===== config.mk =====
export PLATFORM = sky130hd
export DESIGN_NAME = txdma_sched
export DESIGN_NICKNAME = d
export VERILOG_FILES = /design/src/rtl/txdma_pkg.sv /design/src/rtl/txdma_rr_arb.sv /design/src/rtl/txdma_line_bank.sv /design/src/rtl/txdma_sched.sv
export SDC_FILE = /design/constraint.sdc
export NUM_CORES = 2
export LEC_CHECK = 0
export ABC_AREA = 1
export CORE_ASPECT_RATIO = 1.75
export CORE_MARGIN = 3
export CORE_UTILIZATION = 26
export DETAILED_ROUTE_END_ITERATION = 8
export PLACE_DENSITY = 0.36
export SLEW_MARGIN = 30
export SYNTH_ARGS = -nofsm -noshare
export SYNTH_HDL_FRONTEND = slang
export SYNTH_HIERARCHICAL = 1
export SYNTH_SLANG_ARGS = --single-unit

===== constraint.sdc =====
create_clock -name clk -period 3.9 [get_ports clk]
set_clock_uncertainty 0.05 [all_clocks]
set_input_delay 0.585 -clock clk [delete_from_list [all_inputs] [get_ports clk]]
set_output_delay 0.585 -clock clk [all_outputs]
set_load 0.01 [all_outputs]

===== src/rtl/txdma_pkg.sv =====
package txdma_pkg;
   // register offsets on reg_sel
   localparam logic [2:0] RS_CSR  = 3'd0;
   localparam logic [2:0] RS_ADDR = 3'd1;
   localparam logic [2:0] RS_CNT  = 3'd2;
   localparam logic [2:0] RS_ACT  = 3'd3;
   localparam logic [2:0] RS_BRK  = 3'd4;
   // control/status bit positions
   localparam int CSR_TXF    = 15;
   localparam int CSR_TIE    = 13;
   localparam int CSR_SIE    = 12;
   localparam int CSR_MCLR   = 11;
   localparam int CSR_NXM    = 10;
   localparam int CSR_NXMCLR = 8;
   localparam int CSR_RIE    = 6;
endpackage


===== src/rtl/txdma_rr_arb.sv =====
module txdma_rr_arb #(
   parameter int N = 16,
   localparam int LW = $clog2(N)
) (
   input  logic          clk,
   input  logic          rst_n,
   input  logic          clr,
   input  logic [N-1:0]  req,
   input  logic          take,
   output logic          gnt_vld,
   output logic [LW-1:0] gnt_idx
);
   logic [LW-1:0] ptr;

   // search starts at ptr; lowest offset wins, so scan downwards
   always_comb begin
      gnt_vld = 1'b0;
      gnt_idx = '0;
      for (int k = N - 1; k >= 0; k--) begin
         if (req[LW'(ptr + LW'(k))]) begin
            gnt_vld = 1'b1;
            gnt_idx = LW'(ptr + LW'(k));
         end
      end
   end

   always_ff @(posedge clk or negedge rst_n) begin
      if (!rst_n)          ptr <= '0;
      else if (clr)        ptr <= '0;
      else if (take)       ptr <= LW'(gnt_idx + 1'b1);
   end
endmodule


===== src/rtl/txdma_line_bank.sv =====
module txdma_line_bank #(
   parameter int NLINES = 16,
   parameter int AW = 16,
   parameter int CW = 16,
   localparam int LW = $clog2(NLINES)
) (
   input  logic                         clk,
   input  logic                         rst_n,
   input  logic                         clr,
   input  logic [LW-1:0]                cpu_line,
   input  logic                         cpu_addr_we,
   input  logic                         cpu_cnt_we,
   input  logic [15:0]                  cpu_wdata,
   input  logic                         hw_step,
   input  logic [LW-1:0]                hw_line,
   output logic [NLINES-1:0][AW-1:0]    addr_o,
   output logic [NLINES-1:0][CW-1:0]    cnt_o
);
   for (genvar g = 0; g < NLINES; g++) begin : g_line
      logic cpu_hit, hw_hit;
      assign cpu_hit = (cpu_line == LW'(g));
      assign hw_hit  = hw_step && (hw_line == LW'(g));

      always_ff @(posedge clk or negedge rst_n) begin
         if (!rst_n) begin
            addr_o[g] <= '0;
            cnt_o[g]  <= '0;
         end else if (clr) begin
            addr_o[g] <= '0;
            cnt_o[g]  <= '0;
         end else begin
            // software writes take precedence over the hardware step
            if (cpu_addr_we && cpu_hit) addr_o[g] <= cpu_wdata[AW-1:0];
            else if (hw_hit)            addr_o[g] <= addr_o[g] + 1'b1;
            if (cpu_cnt_we && cpu_hit)  cnt_o[g] <= cpu_wdata[CW-1:0];
            else if (hw_hit && cnt_o[g] != '0) cnt_o[g] <= cnt_o[g] + 1'b1;
         end
      end
   end
endmodule


===== src/rtl/txdma_sched.sv =====
module txdma_sched
   import txdma_pkg::*;
#(
   parameter int NLINES = 16,
   parameter int AW = 16,
   parameter int CW = 16
) (
   input  logic              clk,
   input  logic              rst_n,
   input  logic [2:0]        reg_sel,
   input  logic              reg_wr,
   input  logic [15:0]       reg_wdata,
   output logic [15:0]       reg_rdata,
   output logic              mem_req,
   output logic [AW-1:0]     mem_addr,
   input  logic              mem_ack,
   input  logic              mem_err,
   input  logic [7:0]        mem_rdata,
   input  logic [NLINES-1:0] tx_ready,
   output logic [NLINES-1:0] tx_load,
   output logic [7:0]        tx_data,
   output logic [NLINES-1:0] tx_break,
   output logic              irq_tx
);
   localparam int LW = $clog2(NLINES);

   if (NLINES < 2 || NLINES > 16 || (1 << LW) != NLINES) begin : g_bad_lines
      $error("NLINES must be a power of two from 2 to 16");
   end
   if (AW < 2 || AW > 16) begin : g_bad_aw
      $error("AW must lie in 2..16");
   end
   if (CW < 2 || CW > 16) begin : g_bad_cw
      $error("CW must lie in 2..16");
   end

   logic [NLINES-1:0] act, brk;
   logic [LW-1:0]     lsel, cur;
   logic              busy, txf, tie, sie, rie, nxm;
   logic [NLINES-1:0][AW-1:0] addr_v;
   logic [NLINES-1:0][CW-1:0] cnt_v;
   logic [NLINES-1:0] cnt_zero, eligible, cur_mask, zdone, fin_mask, act_set;
   logic              gnt_vld, take, xfer_ok, xfer_bad, last_byte;
   logic [LW-1:0]     gnt_idx;
   logic              csr_hit, mclr, csr_we;

   assign csr_hit = reg_wr && (reg_sel == RS_CSR);
   assign mclr    = csr_hit && reg_wdata[CSR_MCLR];
   assign csr_we  = csr_hit && !reg_wdata[CSR_MCLR];

   for (genvar g = 0; g < NLINES; g++) begin : g_zero
      assign cnt_zero[g] = (cnt_v[g] == '0);
   end

   assign cur_mask  = busy ? (NLINES'(1) << cur) : '0;
   assign eligible  = act & tx_ready & ~cnt_zero;
   assign zdone     = act & cnt_zero & ~cur_mask;
   assign xfer_ok   = busy && mem_ack && !mem_err;
   assign xfer_bad  = busy && mem_err;
   assign last_byte = (cnt_v[cur] == '1) || (cnt_v[cur] == '0);
   assign fin_mask  = ((xfer_ok && last_byte) || xfer_bad) ? cur_mask : '0;
   assign act_set   = (reg_wr && reg_sel == RS_ACT) ? reg_wdata[NLINES-1:0] : '0;
   assign take      = !busy && gnt_vld;

   txdma_rr_arb #(.N(NLINES)) u_arb (
      .clk(clk), .rst_n(rst_n), .clr(mclr), .req(eligible),
      .take(take), .gnt_vld(gnt_vld), .gnt_idx(gnt_idx)
   );

   txdma_line_bank #(.NLINES(NLINES), .AW(AW), .CW(CW)) u_bank (
      .clk(clk), .rst_n(rst_n), .clr(mclr), .cpu_line(lsel),
      .cpu_addr_we(reg_wr && reg_sel == RS_ADDR),
      .cpu_cnt_we(reg_wr && reg_sel == RS_CNT),
      .cpu_wdata(reg_wdata), .hw_step(xfer_ok), .hw_line(cur),
      .addr_o(addr_v), .cnt_o(cnt_v)
   );

   always_ff @(posedge clk or negedge rst_n) begin
      if (!rst_n) begin
         busy <= 1'b0; cur <= '0; act <= '0; brk <= '0; lsel <= '0;
         txf <= 1'b0; tie <= 1'b0; sie <= 1'b0; rie <= 1'b0; nxm <= 1'b0;
      end else if (mclr) begin
         busy <= 1'b0; cur <= '0; act <= '0; brk <= '0; lsel <= '0;
         txf <= 1'b0; tie <= 1'b0; sie <= 1'b0; rie <= 1'b0; nxm <= 1'b0;
      end else begin
         if (take) begin
            busy <= 1'b1;
            cur  <= gnt_idx;
         end else if (xfer_ok || xfer_bad) begin
            busy <= 1'b0;
         end
         act <= (act & ~(fin_mask | zdone)) | act_set;
         if (reg_wr && reg_sel == RS_BRK) brk <= reg_wdata[NLINES-1:0];
         if (csr_we) begin
            lsel <= reg_wdata[LW-1:0];
            tie  <= reg_wdata[CSR_TIE];
            sie  <= reg_wdata[CSR_SIE];
            rie  <= reg_wdata[CSR_RIE];
         end
         // completion set wins over a same-cycle software clear
         if (|(fin_mask | zdone))                  txf <= 1'b1;
         else if (csr_we && !reg_wdata[CSR_TXF])   txf <= 1'b0;
         if (xfer_bad)                             nxm <= 1'b1;
         else if (csr_we && reg_wdata[CSR_NXMCLR]) nxm <= 1'b0;
      end
   end

   always_comb begin
      reg_rdata = '0;
      case (reg_sel)
         RS_CSR: begin
            reg_rdata[LW-1:0]    = lsel;
            reg_rdata[CSR_RIE]   = rie;
            reg_rdata[CSR_NXM]   = nxm;
            reg_rdata[CSR_SIE]   = sie;
            reg_rdata[CSR_TIE]   = tie;
            reg_rdata[CSR_TXF]   = txf;
         end
         RS_ADDR: reg_rdata[AW-1:0]     = addr_v[lsel];
         RS_CNT:  reg_rdata[CW-1:0]     = cnt_v[lsel];
         RS_ACT:  reg_rdata[NLINES-1:0] = act;
         RS_BRK:  reg_rdata[NLINES-1:0] = brk;
         default: reg_rdata = '0;
      endcase
   end

   assign mem_req  = busy;
   assign mem_addr = addr_v[cur];
   assign tx_load  = xfer_ok ? cur_mask : '0;
   assign tx_data  = mem_rdata;
   assign tx_break = brk;
   assign irq_tx   = txf && tie;
endmodule


* Word level (Yosys, flattened, before mapping)
Cells that the tools add are included.
Storage, ports and cells: flip-flop bits (word level) 562, bits of input ports 48, output and inout port bits 74, word-level logic and storage cells 521
Cells by class: add/sub/neg operators 48, $lt $le $gt $ge 18, equal/unequal tests 35, shifts and indexed selects 1, muxes and demuxes 205, bitwise operators 10, reduce and logical (&&, ||, !) cells 161
Operator list (count):
- two-way mux 16 bit | 107
- adder 16 x 1 -> 16 bit, second input constant | 32
- logical NOT 16 bit | 17
- binary-select mux 16 bit (select 4 bit) | 4
- nonzero test 16 bit | 16
- nonzero test 3 bit | 35
- < comparator 4 x 5 -> 1 bit, second input constant | 18
- two-way mux 4 bit | 22
- AND 16 bit | 5
- logical AND 1 bit | 79
- binary-select mux 1 bit (select 4 bit) | 16
- equality test 4 bit, second input constant | 16
- NOT 16 bit | 3
- two-way mux 1 bit | 47
- adder 4 bit, second input constant | 8
- equality test 4 x 3 -> 1 bit, second input constant | 8
- OR 16 bit | 2
- case mux 4 bit (5 select lines) | 1
- adder 4 x 3 -> 4 bit, second input constant | 4
- equality test 16 bit, second input constant | 1
- equality test 4 x 2 -> 1 bit, second input constant | 4
- OR reduction 16 bit | 1
- left shift 1 x 4 -> 16 bit, first input constant | 1
- case mux 1 bit (5 select lines) | 3
- other kinds (15) | 28

* Longest topological paths before layout
word-level depth 24, gate-level depth with buffers 32, gate-level depth less buffers 32

* Hierarchy
Netlist, hierarchy kept.
Modules (own cells, without submodules):
- txdma_line_bank | times used 1, cells each 6350, area each 38227.9 um2, seq. area each 12812.3 um2
- txdma_sched | times used 1, cells each 2510, area each 12767.2 um2, seq. area each 1151.1 um2
- txdma_rr_arb | times used 1, cells each 391, area each 1884.3 um2, seq. area each 100.1 um2

* Worst setup path before layout
OpenSTA, ideal clock, no wires.
path type in2reg, start input port reg_sel[2], end register u_bank/cnt_o[227] in the netlist's numbering, library setup time 127 ps, arrival time 3150 ps, required time 3723 ps, path slack 574 ps, cell stages on the path 14, path buffers 4, cell sequence nor3_1 > inv_1 > nor2_1 > nand2_1 > inv_1 > buf_1 > buf_2 > inv_1 > buf_2 > nand2_1 > clkbuf_1 > nand2_1 > nand3_1 > o21ai_0
On the way: elaborated cells between the ends (all ways) 9, those cells by class 1 x eq/ne; 2 x mux; 6 x reduce/logical
RTL lines:
- start: declaration | line txdma_sched.sv:10 | input logic [2:0] reg_sel,
- logical NOT 3 bit (*) | line txdma_sched.sv:47 | assign csr_hit = reg_wr && (reg_sel == RS_CSR);
- logical AND 1 bit (*) | line txdma_sched.sv:47
- logical AND 1 bit (*) | line txdma_sched.sv:48 | assign mclr = csr_hit && reg_wdata[CSR_MCLR];
- named net mclr | line txdma_sched.sv:45 | logic csr_hit, mclr, csr_we;
- nonzero test 3 bit (no line) / two-way mux 16 bit (equally long branches)
- end signal: indexed assignment | line txdma_line_bank.sv:35 | if (cpu_cnt_we && cpu_hit) cnt_o[g] <= cpu_wdata[CW-1:0];
- end: declaration | line txdma_line_bank.sv:17 | output logic [NLINES-1:0][CW-1:0] cnt_o
Mark *: on every way through the listed nets, which the timed path passes. The rest lies on a longest branch. A chain may end at the register's enable or synchronous reset.

* Worst setup path in the final report
start register lsel[0], end output port reg_rdata[12]
On the way: word-level cells in the longest chain between the ends 3, elaborated cells between the ends (all ways) 5, those cells by class 5 x mux
Ends and longest elaborated chain:
- start: declaration | line txdma_sched.sv:38 | logic [LW-1:0] lsel, cur;
- start signal: assignment | line txdma_sched.sv:95 | lsel <= reg_wdata[LW-1:0];
- binary-select mux 16 bit (select 4 bit), on equally long branches | line txdma_sched.sv:120, txdma_sched.sv:119
- two-way mux 16 bit, on equally long branches | line txdma_sched.sv:120, txdma_sched.sv:119
- case mux 2 bit (5 select lines) (*) | line txdma_sched.sv:110 | case (reg_sel)
- end: declaration | line txdma_sched.sv:13 | output logic [15:0] reg_rdata,
Mark *: on every way between the ends. The rest lies on a longest branch, timed or not. The select of a mux whose other input is x is not followed.

==> summary.txt <==
Pleak - 32.2 nW
Clock buffer depth - 3
Global placement routability congestion - 1.01
Worst-path cell chain - buf_12, clkinv_16, clkbuf_16, buf_4, o21ai_4, o211ai_1, buf_4, nand3_2, a21oi_2, buf_4, a2111o_1, clkbuf_2
CTS buffer count - 73
Syn-to-layout area delta - 28.1%
Clock Sinks - 562
Max-Cap Viols - 0
WP data arrival - 3.33 ns
Largest net degree at the start of global routing - 95
Clock-pin transition on the worst setup and hold timing paths - 0.06 ns
Slew @ Worst Pin - 1.07 ns
Buffers on Ports - 105
Vias in the first global route - 66100
Initial DRT Pass Iterations - 6
Failing checks - setup timing
Number of synthesized flops with an enable pin - 0
Crit Path Max Fanout - 9
Layout Nets - 10000
Vias per cell - 5.39
GRT Resource Usage Total - 34.4%
Worst Setup End Kind - output port
Max incr delay on CP - 0.47 ns
Vias - 68100
Relative slew slack - 28.5%
Layout fillers - 22800
Synth area leader - dfrtp_1
Worst hold path class - in -> async
Unique masters post-synth - 49
Detailed Route Iter0 Violations - 6175
Sequential area share after synthesis - 26.6%
Share of synthesized registers carrying an async set or reset - 100%
Share of cells above drive strength 1 - 14.3%
Outcome - complete, but fails checks
Synth warn - 6
Boundary pin count - 122
Cell mode on critical path - buf_4
Final WS setup - -0.0607 ns
Clock root buffer - clkbuf_16
Cells after synthesis - 9251
Synth Flop Type - dfrtp_1
Final worst path period share - 102%
Pwr Density - 714 mW/mm2
First-pass GRT wire length - 511 mm
Syn_nets - 9355
Initial antenna violation count - 20
Die area - 0.209 mm2
Slew Viols, Final - 0
Hold Slack - 0.389 ns
Total power - 48.4 mW
GRT Residual Overflow - 0
Residual DRC count - 0
Crit start category - flip-flop
CP Buf/Inv Count - 7
Flops & latches, synth - 562
CP Class - reg -> out
Antenna-violating nets left - 0
Final hold vios - 0
Worst VDD drop - 0.424 mV
Post-layout min period - 3.96 ns
Per-cell routed wire length - 29.6 um
TritonCTS clock tree - yes
FMAX - 252 MHz
Core Rows - 218
Setup-failing EPs final - 8
RSZ-0062 raised after global routing - yes
CP top delay family - buffers and inverters
Skew-Pair Late Insertion Delay - 0.73 ns
Die extent in y - 603 um
Yosys top cell area share - 26.6%
Core Region - 0.202 mm2
Top post-synthesis cells by area - dfrtp_1, nand2_1, nand3_1, o21ai_0, nor2_1
Mapped Avg Cell Area - 5.72 um2
Routed wire length - 374 mm
CP max-delay cell - dfrtp_4
H-tree depth - 3
Initial core utilization - 26.2%
Die X - 347 um
DP HPWL - 283 mm
Req. time, crit path - 3.26 ns
Syn Std Cell Area - 0.0529 mm2
[state kept, by name, indices dropped and copies added (netlist names)]
name and flops:
u_bank/addr_o 256, u_bank/cnt_o 256, act 16, tx_break 16, cur 4, lsel 4, u_arb/ptr 4, mem_req 1
nxm 1, rie 1, sie 1, tie 1, txf 1
[final timing paths]
| kind | start | end | slack, ns | depth (start not counted) |
|---|---|---|---|---|
| max | lsel[0] | reg_rdata[12] | -0.06 | 12 |
| min | rst_n | u_bank/cnt_o[84] | 0.39 | 2 |
| max reg2reg | u_bank/cnt_o[167] | u_arb/ptr[3] | 0.12 | 32 |
| min reg2reg | sie | sie | 0.49 | 2 |
| max in group asynchronous | rst_n | u_bank/addr_o[127] | 2.33 | 3 |
| min in group clk | reg_wdata[9] | u_bank/cnt_o[201] | 0.40 | 5 |
[routing by layer]
layer	GRT usage (%)	up-vias	wire length (um)
met2	60.8	2708	185000
met1	34.7	32800	127000
met3	4.15	1004	18100
met4	32.9	2	43800
li1	-	31500	-
met5	0	-	13
[through the flow]
stage	utilization, %	worst slack [ns]	instances	TNS, ns	cell area, um2
5_1_grt	33.6	-0.126	12600	-0.517	67700
3_3_place_gp	30.9	-0.600	12400	-3.51	62400
2_1_floorplan	-	0.574	9251	0	52900
3_5_place_dp	30.9	-0.307	12400	-1.90	62400
4_1_cts	33.0	-0.154	12600	-0.950	66700
6_report	33.6	-0.0607	12600	-0.298	67800
[layout make-up]
class | count | area [um2] | share of cell area (%)
antenna | 10 | 25.0 | 0.0369
clock buffer | 105 | 2120 | 3.12
clock inverter | 30 | 345 | 0.510
sequential | 562 | 14100 | 20.8
inverter | 1075 | 4110 | 6.06
timing repair buffer | 1006 | 9390 | 13.9
multi-input combinational | 7194 | 34400 | 50.7
timing repair inverter | 2 | 25.0 | 0.0369
tap | 2640 | 3300 | 4.87
[synth_stat cells, types with 2 or more instances]
| cell | count |
|---|---|
| o211ai_1 | 67 |
| xor2_1 | 44 |
| or2_2 | 2 |
| nand4_1 | 132 |
| inv_1 | 1021 |
| buf_1 | 31 |
| ha_1 | 56 |
| o31ai_1 | 8 |
| nand3_2 | 13 |
| inv_2 | 37 |
| a21oi_1 | 334 |
| a2111o_1 | 8 |
| a221oi_1 | 12 |
| nor2_2 | 10 |
| clkbuf_1 | 254 |
| a21oi_2 | 8 |
| o2bb2ai_1 | 6 |
| nand3b_1 | 53 |
| o221ai_1 | 14 |
| dfrtp_1 | 562 |
| nand2_2 | 27 |
| xnor2_1 | 7 |
| nand2_4 | 2 |
| buf_4 | 27 |
| a32o_1 | 6 |
| buf_6 | 13 |
| o21ai_1 | 83 |
| nor2_1 | 1044 |
| nor4_1 | 43 |
| o2111ai_1 | 17 |
| nor3_1 | 32 |
| a31oi_1 | 9 |
| nand2_1 | 2922 |
| o21ai_0 | 925 |
| o22ai_1 | 32 |
| o21bai_1 | 6 |
| a22oi_1 | 68 |
| nand3_1 | 1195 |
| clkinv_1 | 17 |
| buf_2 | 94 |
| nor2_4 | 2 |
[layout by cell type, fill, tap and decap left out, types with 81 or more instances in the layout]
cell type,netlist,layout
o21ai_0,925,839
clkbuf_16,0,81
o21ai_1,83,137
a21oi_1,334,303
inv_1,1021,1000
nand2_1,2922,2893
buf_4,27,770
dfrtp_1,562,552
nor2_1,1044,1023
nand4_1,132,132
nand3_1,1195,1126
[cells by family after synthesis]
logic type | Yosys count | synth area share (%)
buffers and inverters | 1495 | 11.2
AOI/OAI and AO/OA | 1607 | 16.6
DFF | 562 | 26.6
adders and majority gates | 56 | 1.33
xor gates and xnor gates | 51 | 0.845
and+or+nand+nor | 5480 | 43.4
[power by group]
group	leakage, nW	internal (mW)	switching, mW
Combinational	23.5	10.9	20.2
Clock	1.20	4.02	3.38
Sequential	7.48	7.46	2.38
Total	32.2	22.4	26.0
[timing repair]
action | 4_1_cts | 5_1_grt
cloned | 18 | 8
gates resized for setup | 325 | 224
buffers inserted | 44 | 17
hold buffers | 1 | 0
pin swaps | 63 | 96
endpoints found under the hold margin | 41 | 0
endpoints found under the setup margin | 47 | 33
Note: power is estimated with default switching activity, not from simulation.
